===== config.mk =====
export PLATFORM = sky130hd
export DESIGN_NAME = systick_timer
export DESIGN_NICKNAME = d
export VERILOG_FILES = /design/src/rtl/systick_pkg.sv /design/src/rtl/systick_rst_sync.sv /design/src/rtl/systick_tick_gen.sv /design/src/rtl/systick_counter.sv /design/src/rtl/systick_regs.sv /design/src/rtl/systick_timer.sv
export SDC_FILE = /design/constraint.sdc
export NUM_CORES = 1
export LEC_CHECK = 0
export ABC_CLOCK_PERIOD_IN_PS = 4050
export BUFFER_PORTS_ARGS = -buffer_cell sky130_fd_sc_hd__buf_4
export CAP_MARGIN = 30
export CORE_ASPECT_RATIO = 0.6
export CORE_MARGIN = 2
export CORE_UTILIZATION = 40
export CTS_CLUSTER_DIAMETER = 40
export DETAILED_ROUTE_END_ITERATION = 10
export SYNTH_ARGS = -nofsm -noshare
export SYNTH_HDL_FRONTEND = slang
export SYNTH_HIERARCHICAL = 1
export SYNTH_SLANG_ARGS = --single-unit

===== constraint.sdc =====
create_clock -name clk -period 4.05 [get_ports clk]
set_input_delay 0.2025 -clock clk [delete_from_list [all_inputs] [get_ports clk]]
set_output_delay 0.2025 -clock clk [all_outputs]
set_load 0.01 [all_outputs]

===== src/rtl/systick_pkg.sv =====
package systick_pkg;

  typedef enum logic [1:0] {
    OFF_CTRL    = 2'd0,
    OFF_RELOAD  = 2'd1,
    OFF_CURRENT = 2'd2,
    OFF_CALIB   = 2'd3
  } reg_off_e;

  localparam int BIT_EN      = 0;
  localparam int BIT_TICKINT = 1;
  localparam int BIT_CLKSRC  = 2;
  localparam int BIT_FLAG    = 16;

endpackage


===== src/rtl/systick_rst_sync.sv =====
module systick_rst_sync (
  input  logic clk,
  input  logic rst_n,
  output logic rst_sync_n
);

  logic [1:0] sync_q;
  logic [1:0] sync_d;

  always_comb sync_d = {sync_q[0], 1'b1};

  always_ff @(posedge clk or negedge rst_n) begin
    if (!rst_n) sync_q <= 2'b00;
    else        sync_q <= sync_d;
  end

  assign rst_sync_n = sync_q[1];

endmodule


===== src/rtl/systick_tick_gen.sv =====
module systick_tick_gen (
  input  logic en,
  input  logic clksrc,
  input  logic ref_tick,
  output logic tick
);

  // Core clock when clksrc is set, otherwise the external enable.
  always_comb tick = en & (clksrc | ref_tick);

endmodule


===== src/rtl/systick_counter.sv =====
module systick_counter #(
  parameter int CNT_W = 24
) (
  input  logic             clk,
  input  logic             rst_n,
  input  logic             tick,
  input  logic             load,
  input  logic [CNT_W-1:0] reload,
  output logic [CNT_W-1:0] count,
  output logic             expire
);

  logic [CNT_W-1:0] count_q;
  logic [CNT_W-1:0] count_d;
  logic             count_ce;
  logic             at_zero;

  always_comb begin
    at_zero  = (count_q == '0);
    // Expiry is the tick taken in the zero slot; a software load wins.
    expire   = tick & at_zero & ~load;
    count_ce = load | tick;
    if (load || at_zero) count_d = reload;
    else                 count_d = count_q - 1'b1;
  end

  always_ff @(posedge clk or negedge rst_n) begin
    if (!rst_n)        count_q <= '0;
    else if (count_ce) count_q <= count_d;
  end

  assign count = count_q;

endmodule


===== src/rtl/systick_regs.sv =====
module systick_regs
  import systick_pkg::*;
#(
  parameter int DATA_W      = 32,
  parameter int CNT_W       = 24,
  parameter int CALIB_VALUE = 10000
) (
  input  logic              clk,
  input  logic              rst_n,
  input  logic              wr_en,
  input  logic              rd_en,
  input  logic [1:0]        addr,
  input  logic [CNT_W-1:0]  wdata_lo,
  input  logic [CNT_W-1:0]  count,
  input  logic              expire,
  output logic              en,
  output logic              tickint,
  output logic              clksrc,
  output logic              flag,
  output logic [CNT_W-1:0]  reload,
  output logic              load,
  output logic              irq_req,
  output logic [DATA_W-1:0] rdata
);

  localparam logic [DATA_W-1:0] CAL_WORD = DATA_W'(CALIB_VALUE);

  logic             ctrl_wr, rel_wr, cur_wr, ctrl_rd;
  logic             en_rise, src_flip, auto_stop;
  logic [2:0]       ctrl_q, ctrl_d;
  logic             ctrl_ce;
  logic             flag_q, flag_d, flag_ce;
  logic [CNT_W-1:0] reload_q;
  logic             irq_q, irq_d;
  logic [DATA_W-1:0] rd_word;

  always_comb begin
    ctrl_wr  = wr_en && (addr == OFF_CTRL);
    rel_wr   = wr_en && (addr == OFF_RELOAD);
    cur_wr   = wr_en && (addr == OFF_CURRENT);
    ctrl_rd  = rd_en && (addr == OFF_CTRL);

    en_rise  = ctrl_wr & wdata_lo[BIT_EN] & ~ctrl_q[BIT_EN];
    src_flip = ctrl_wr & wdata_lo[BIT_EN] & ctrl_q[BIT_EN] &
               (wdata_lo[BIT_CLKSRC] != ctrl_q[BIT_CLKSRC]);
    load     = en_rise | src_flip | cur_wr;

    auto_stop = expire & (reload_q == '0);
    ctrl_ce   = ctrl_wr | auto_stop;
    if (ctrl_wr) begin
      ctrl_d = wdata_lo[2:0];
    end else begin
      ctrl_d = ctrl_q;
      ctrl_d[BIT_EN] = 1'b0;
    end

    flag_ce = expire | ctrl_rd | cur_wr;
    flag_d  = expire;

    irq_d   = expire & ctrl_q[BIT_TICKINT];
  end

  always_ff @(posedge clk or negedge rst_n) begin
    if (!rst_n)       ctrl_q <= '0;
    else if (ctrl_ce) ctrl_q <= ctrl_d;
  end

  always_ff @(posedge clk or negedge rst_n) begin
    if (!rst_n)       flag_q <= 1'b0;
    else if (flag_ce) flag_q <= flag_d;
  end

  always_ff @(posedge clk or negedge rst_n) begin
    if (!rst_n)      reload_q <= '0;
    else if (rel_wr) reload_q <= wdata_lo;
  end

  always_ff @(posedge clk or negedge rst_n) begin
    if (!rst_n) irq_q <= 1'b0;
    else        irq_q <= irq_d;
  end

  always_comb begin
    rd_word = '0;
    case (addr)
      OFF_CTRL: begin
        rd_word[BIT_EN]      = ctrl_q[BIT_EN];
        rd_word[BIT_TICKINT] = ctrl_q[BIT_TICKINT];
        rd_word[BIT_CLKSRC]  = ctrl_q[BIT_CLKSRC];
        rd_word[BIT_FLAG]    = flag_q;
      end
      OFF_RELOAD:  rd_word[CNT_W-1:0] = reload_q;
      OFF_CURRENT: if (ctrl_q[BIT_EN]) rd_word[CNT_W-1:0] = count;
      OFF_CALIB:   rd_word = CAL_WORD;
      default:     rd_word = '0;
    endcase
    rdata = rd_en ? rd_word : '0;
  end

  assign en      = ctrl_q[BIT_EN];
  assign tickint = ctrl_q[BIT_TICKINT];
  assign clksrc  = ctrl_q[BIT_CLKSRC];
  assign flag    = flag_q;
  assign reload  = reload_q;
  assign irq_req = irq_q;

endmodule


===== src/rtl/systick_timer.sv =====
module systick_timer #(
  parameter int DATA_W      = 32,
  parameter int CNT_W       = 24,
  parameter int CALIB_VALUE = 10000
) (
  input  logic              clk,
  input  logic              rst_n,
  input  logic              ref_tick,
  input  logic              wr_en,
  input  logic              rd_en,
  input  logic [1:0]        addr,
  input  logic [DATA_W-1:0] wdata,
  output logic [DATA_W-1:0] rdata,
  output logic              irq_req
);

  logic             rst_sync_n;
  logic             ctrl_en, ctrl_tickint, ctrl_clksrc, cnt_flag;
  logic             tick, load_req, expire;
  logic [CNT_W-1:0] reload_q, count_q;
  logic             wdata_unused;

  assign wdata_unused = ^wdata[DATA_W-1:CNT_W];

  systick_rst_sync u_rst (
    .clk        (clk),
    .rst_n      (rst_n),
    .rst_sync_n (rst_sync_n)
  );

  systick_tick_gen u_tick (
    .en       (ctrl_en),
    .clksrc   (ctrl_clksrc),
    .ref_tick (ref_tick),
    .tick     (tick)
  );

  systick_counter #(.CNT_W(CNT_W)) u_cnt (
    .clk    (clk),
    .rst_n  (rst_sync_n),
    .tick   (tick),
    .load   (load_req),
    .reload (reload_q),
    .count  (count_q),
    .expire (expire)
  );

  systick_regs #(
    .DATA_W      (DATA_W),
    .CNT_W       (CNT_W),
    .CALIB_VALUE (CALIB_VALUE)
  ) u_regs (
    .clk      (clk),
    .rst_n    (rst_sync_n),
    .wr_en    (wr_en),
    .rd_en    (rd_en),
    .addr     (addr),
    .wdata_lo (wdata[CNT_W-1:0]),
    .count    (count_q),
    .expire   (expire),
    .en       (ctrl_en),
    .tickint  (ctrl_tickint),
    .clksrc   (ctrl_clksrc),
    .flag     (cnt_flag),
    .reload   (reload_q),
    .load     (load_req),
    .irq_req  (irq_req),
    .rdata    (rdata)
  );

endmodule


==> summary.md, run 1 <==
| Metric | Value |
|---|---|
| Setup TNS | 0 ns |
| Fin. Hold Viols | 0 |
| DR pass1 iterations | 5 |
| Leakage | 1.694 nW |
| Post-place setup slack | 1.129 ns |
| # diodes | 0 |
| Worst Skew | 0.003337 ns |
| Core area | 0.008426 sq mm |
| Num Clock Sinks | 55 |
| Proportion of layout cells with a drive suffix above 1 | 26.88% |
| Vias in the first global route | 2950 |
| Initial cell density of the core | 40.94% |
| Post-synthesis sequential area ratio | 39.90% |
| Critical Path Source Type | register |
| # setup viols final | 0 |
| Crit Path Category | register to register |
| DRC errors left | 0 |
| Critical Path AT | 3.22 ns |
| Tmin final | 3.028 ns |
| Peak supply drop | 0.2592 mV |
| Worst slew pin tran | 0.8336 ns |
| GRT overflow | 0 |
| Mean Syn Cell Area | 9.772 sq um |
| Max cap viols | 0 |
| Worst slew margin | 44.22% |
| Routed length per placed instance | 20.51 microns |
| # resized after CTS | 0 |
| CTS H-tree depth | 2 |
| IO Count | 72 |
| CP Capture Type | register |
| Max frequency | 330.3 MHz |
| Routability cong. | 0.9379 |
| Yosys cell types | 68 |
| Area growth from synthesis to layout | 18.21% |
| Die X-Extent | 123.9 microns |
| Most frequent cells in the layout | buf_4, dfrtp_1, nor2_1 |
| Num CTS Buffers | 5 |
| Synthesized area | 0.003450 sq mm |
| Hold WS | 0.1273 ns |
| Total number of vias | 3106 |
| Die H | 75.94 microns |
| Post-synth EDFFs | 0 |
| Area fraction of the dominant cell type after synthesis | 39.90% |
| Hold/Removal Path Class | primary input to register |
| Synth warnings | 6 |
| Worst setup margin | 1.022 ns |
| Cell at the slowest stage of the critical path | nor4_4 |
| Worst-Skew Late Latency | 0.30 ns |
| Synth async-reset ratio | 100.0% |
| Delay of the slowest critical-path stage | 0.57 ns |
| Status | finished clean |
| Crit-path max FO | 9 |
| Power Dens Cells | 449.7 mW/mm^2 |
| Largest net degree at the start of global routing | 54 |
| Post-layout util | 48.40% |
| # fillers | 823 |
| RSZ-0062 raised after global routing | no |
| Clock Pin Slew Worst Setup and Hold Paths | 0.07 ns |
| Register area | 0.001378 sq mm |
| Mapped Cells | 353 |
| Top cells by area, synth | dfrtp_1, mux2_2, nor2_1 |
| Routed wire length | 10460 microns |
| Remaining antenna violation count after routing | 0 |
| Commonest non-fill, non-tap cell in the layout | buf_4 |
| Slew Viols, Final | 0 |
| Fin crit share | 74.76% |
| PnR Total Power | 1.834 mW |
| DPL Wire Length | 7482 microns |
| First-pass GRT wire length | 16310 microns |
| Total track usage | 23.10% |
| Crit path required time | 4.24 ns |
| Synthesized flop and latch total | 55 |
| Antenna violations before repair | 0 |
| Layout Nets | 443 |
| Crit-path cells | nor4_4 -> nand4_1 -> or2_1 -> nor3_1 -> nor4b_1 -> nand3_1 -> a2bb2oi_1 |
| Clock tree root driver cell | clkbuf_16 |
| IO Port Bufs | 55 |
| DR vias/cell | 6.090 |
| Postcts setup bufs | 0 |
| CTS tree | done |
| Primary FF master, synth | dfrtp_1 |
| Cell taking the most area after synthesis | dfrtp_1 |
| Longest Clk Path Bufs | 2 |
| DRT iter0 DRCs | 349 |
| Die area | 0.009408 sq mm |
| Multi-input gate area | 0.001903 sq mm |
| Floorplan row count | 26 |
sequential cells by signal, indices dropped and copies added, names as in the netlist:
| register | cells |
|---|---|
| u_regs/irq_req | 1 |
| u_regs/flag | 1 |
| u_cnt/count | 24 |
| u_regs/reload | 24 |
| u_regs/ctrl_q | 3 |
| u_rst/sync_q | 2 |
logic make-up after synthesis:
family                   Yosys count  share of synthesized area (%)
AO/OA/AOI/OAI                     92                          20.20
XOR/XNOR                           1                         0.2539
adder cells (fa/ha/maj)            7                          2.539
buffers and inverters             39                          5.840
flip-flops                        55                          39.90
multiplexers                      29                          9.430
other                              2                         0.2177
AND/OR/NAND/NOR                  128                          21.62
synthesized netlist by cell type, drive strengths merged (5+ instances only):
cell    number
buf         19
nand4        8
nand3       11
o21ai        9
a22o         8
mux2        28
nor4        13
ha           7
a21oi       13
and3         5
dfrtp       55
inv         10
clkbuf      10
nand2       17
a221o        5
nor3        18
a221oi       5
nor2        31
a22oi       11
per-stage QoR:
step	std cells	cell area, sq um
after floorplan	360	3476
after global placement	500	3886
after detailed placement	500	3886
after CTS	509	4070
after global routing	510	4078
final	510	4078
worst paths after layout:
kind	startpoint	endpoint	slack, ns	cells past startpoint
setup / recovery	u_cnt/count[6]$_DFFE_PN0P_	u_regs/ctrl_q[0]$_DFFE_PN0P_	1.02	7
hold / removal	wdata[20]	u_regs/reload[20]$_DFFE_PN0P_	0.13	2
setup reg to reg	u_cnt/count[6]$_DFFE_PN0P_	u_regs/ctrl_q[0]$_DFFE_PN0P_	1.02	7
hold reg to reg	u_rst/sync_q[0]$_DFF_PN0_	u_rst/sync_q[1]$_DFF_PN0_	0.36	0
max in group asynchronous	u_rst/sync_q[1]$_DFF_PN0_	u_cnt/count[13]$_DFFE_PN0P_	3.16	1
min in group asynchronous	rst_n	u_rst/sync_q[1]$_DFF_PN0_	0.22	2
layout make-up:
| class | count | share of cell area (%) |
|---|---|---|
| timing repair buffer | 59 | 10.92 |
| sequential | 55 | 33.78 |
| inverter | 10 | 0.9205 |
| tap | 112 | 3.437 |
| clock inverter | 2 | 0.8592 |
| multi-input combinational | 266 | 46.67 |
| clock buffer | 6 | 3.406 |
worst max-delay path, delay by kind of cell (launching register included):
family          cells  cell delay (ns)
compound gates      1             0.16
simple gates        6             2.29
flops               1             0.47
repair_timing:
item / in CTS / in global routing
endpoints found under the hold margin: 2 / 0
hold buffers: 1 / 0
endpoints found under the setup margin: 0 / 0
per-layer routing:
metal  vias to the layer above  routed length, microns  global-route usage [%]
met1                      1522                    5302                   36.22
met4                         0                     151                   4.944
li1                       1433                       -                       -
met3                        14                     885                   7.530
met5                         -                       0                       0
met2                       137                    4121                   30.44
where the power goes:
| part | leakage, nW | internal (mW) | switching, mW |
|---|---|---|---|
| clock | 0.0868 | 0.308 | 0.204 |
| combinational | 0.957 | 0.219 | 0.245 |
| sequential | 0.650 | 0.662 | 0.196 |
Note: power is estimated with default switching activity, not from simulation.
==> run 2, diff against run 1 <==
ABC_CLOCK_PERIOD_IN_PS = 2940   (was 4050)
clock period = 2.94 ns   (was 4.05 ns; I/O delays follow)
==> summary.md, run 2 (synthesis results as in run 1) <==
| Metric | Value |
|---|---|
| Status | finished clean |
| Met2 WL post-DR | 4387 microns |
| Routed length per placed instance | 20.84 microns |
| Most frequent cells in the layout | buf_4, dfrtp_1, nor2_1 |
| Num Clock Sinks | 55 |
| Setup TNS | 0 ns |
| Proportion of layout cells with a drive suffix above 1 | 28.95% |
| Longest Clk Path Bufs | 2 |
| Register share of total power | 47.6% |
| Met3 wire len | 1130 microns |
| Commonest non-fill, non-tap cell in the layout | buf_4 |
| IO Port Bufs | 55 |
| Cell count of the worst hold path | 2 |
| Cell total after placement | 514 |
| Net Sw Frac | 36.09% |
| Postcts setup bufs | 0 |
| Worst Skew | 0.009258 ns |
| Depth of the worst register-to-register path | 9 |
| Post-Layout Cell Count | 523 |
| Hold WS | 0.07190 ns |
| Highest metal used | met4 |
| DR vias/cell | 6.155 |
| Critical Path AT | 2.92 ns |
| Clk network pwr share | 25.6% |
| Crit path required time | 3.14 ns |
| Core area | 0.008426 sq mm |
| Routability cong. | 0.9624 |
| PnR Total Power | 2.513 mW |
| Die X-Extent | 123.9 microns |
| Remaining antenna violation count after routing | 0 |
| # diodes | 0 |
| DRT iter0 DRCs | 382 |
| GRT overflow | 0 |
| Critical Path Source Type | register |
| IO Count | 72 |
| CTS tree | done |
| DRC errors left | 0 |
| Worst slew pin tran | 0.8874 ns |
| DR pass1 iterations | 5 |
| First-pass GRT wire length | 17530 microns |
| Leakage | 1.750 nW |
| CTS H-tree depth | 2 |
| DPL Wire Length | 7996 microns |
| Layout Nets | 456 |
| Vias in the first global route | 3155 |
| Max frequency | 367.2 MHz |
| Die area | 0.009408 sq mm |
| Fin. Hold Viols | 0 |
| Largest net degree at the start of global routing | 39 |
| Total number of vias | 3219 |
| Worst slew margin | 40.84% |
| RSZ-0062 raised after global routing | no |
| # setup viols final | 0 |
| Power Dens Cells | 604.3 mW/mm^2 |
| Area growth from synthesis to layout | 20.53% |
| Met1 WL | 5163 microns |
| Fin crit share | 92.62% |
| Die H | 75.94 microns |
| Net Switching | 0.9067 mW |
| Crit-path max FO | 8 |
| Hold/Removal Path Class | primary input to register |
| Crit Path Category | register to register |
| Setup slack, reg-to-reg | 0.22 ns |
| Tmin final | 2.723 ns |
| Worst-Skew Late Latency | 0.30 ns |
| Clock tree root driver cell | clkbuf_16 |
| Routed wire length | 10900 microns |
| Peak supply drop | 0.2576 mV |
| Floorplan row count | 26 |
| CP Capture Type | register |
| Initial cell density of the core | 40.94% |
| Max cap viols | 0 |
| Total track usage | 24.56% |
| Clock Pin Slew Worst Setup and Hold Paths | 0.08 ns |
| Comb pwr share | 26.8% |
| Num CTS Buffers | 5 |
| Internal power | 1.606 mW |
| Antenna violations before repair | 0 |
| Slew Viols, Final | 0 |
==> run 2: per-layer routing <==
metal / track usage (%) / vias up
met5: 0 / -
met4: 7.416 / 0
met3: 6.325 / 21
met2: 32.25 / 181
met1: 38.74 / 1562
li1: - / 1455
==> run 2: final timing paths <==
check,start,to
min in group asynchronous,rst_n,u_rst/sync_q[0]$_DFF_PN0_
worst max-delay path,u_cnt/count[0]$_DFFE_PN0P_,u_regs/ctrl_q[0]$_DFFE_PN0P_
worst min register to register,u_rst/sync_q[0]$_DFF_PN0_,u_rst/sync_q[1]$_DFF_PN0_
max in group asynchronous,u_rst/sync_q[1]$_DFF_PN0_,u_cnt/count[18]$_DFFE_PN0P_
worst min-delay path,wdata[23],u_regs/reload[23]$_DFFE_PN0P_
worst max register to register,u_cnt/count[0]$_DFFE_PN0P_,u_regs/ctrl_q[0]$_DFFE_PN0P_
==> run 2: repair_timing <==
| action | CTS | global route |
|---|---|---|
| endpoints found under the setup margin | 0 | 3 |
| endpoints found under the hold margin | 2 | 0 |
| hold buffers | 1 | 0 |
| gates resized for setup | 0 | 1 |
==> run 2: critical path, cell delays in order, from the launching register on <==
cell and delay (ns):
dfrtp_1 0.42, inv_1 0.13, ha_1 0.17, nor3b_2 0.33
nand4b_1 0.22, or2_1 0.41, nor3_1 0.29, nor4b_1 0.36
nand3_1 0.14, a2bb2oi_1 0.15
==> run 2: power by group through the flow <==
stage                     logic, mW  registers [mW]  clock network [mW]
after floorplan               0.485            1.09                   0
after global placement        0.637            1.19                   0
after detailed placement      0.650            1.20                   0
after CTS                     0.655            1.18               0.665
after global routing          0.730            1.23               0.693
final                         0.673            1.20               0.644
==> run 2: through the flow <==
step	utilization, %	setup slack [ns]	area, sq um
2_1_floorplan	-	0.6633	3476
3_3_place_gp	47.31	0.4056	3986
3_5_place_dp	47.31	0.1680	3986
4_1_cts	49.29	0.1165	4153
5_1_grt	49.35	0.05782	4158
6_report	49.35	0.2168	4158
==> run 2: cell type report <==
class,count,area [sq um]
clock buffers,8,156.4
fillers,812,4268
inverters,10,37.54
multi-input cells,266,1903
flip-flops and latches,55,1378
well taps,112,140.1
repair buffers,72,543.0
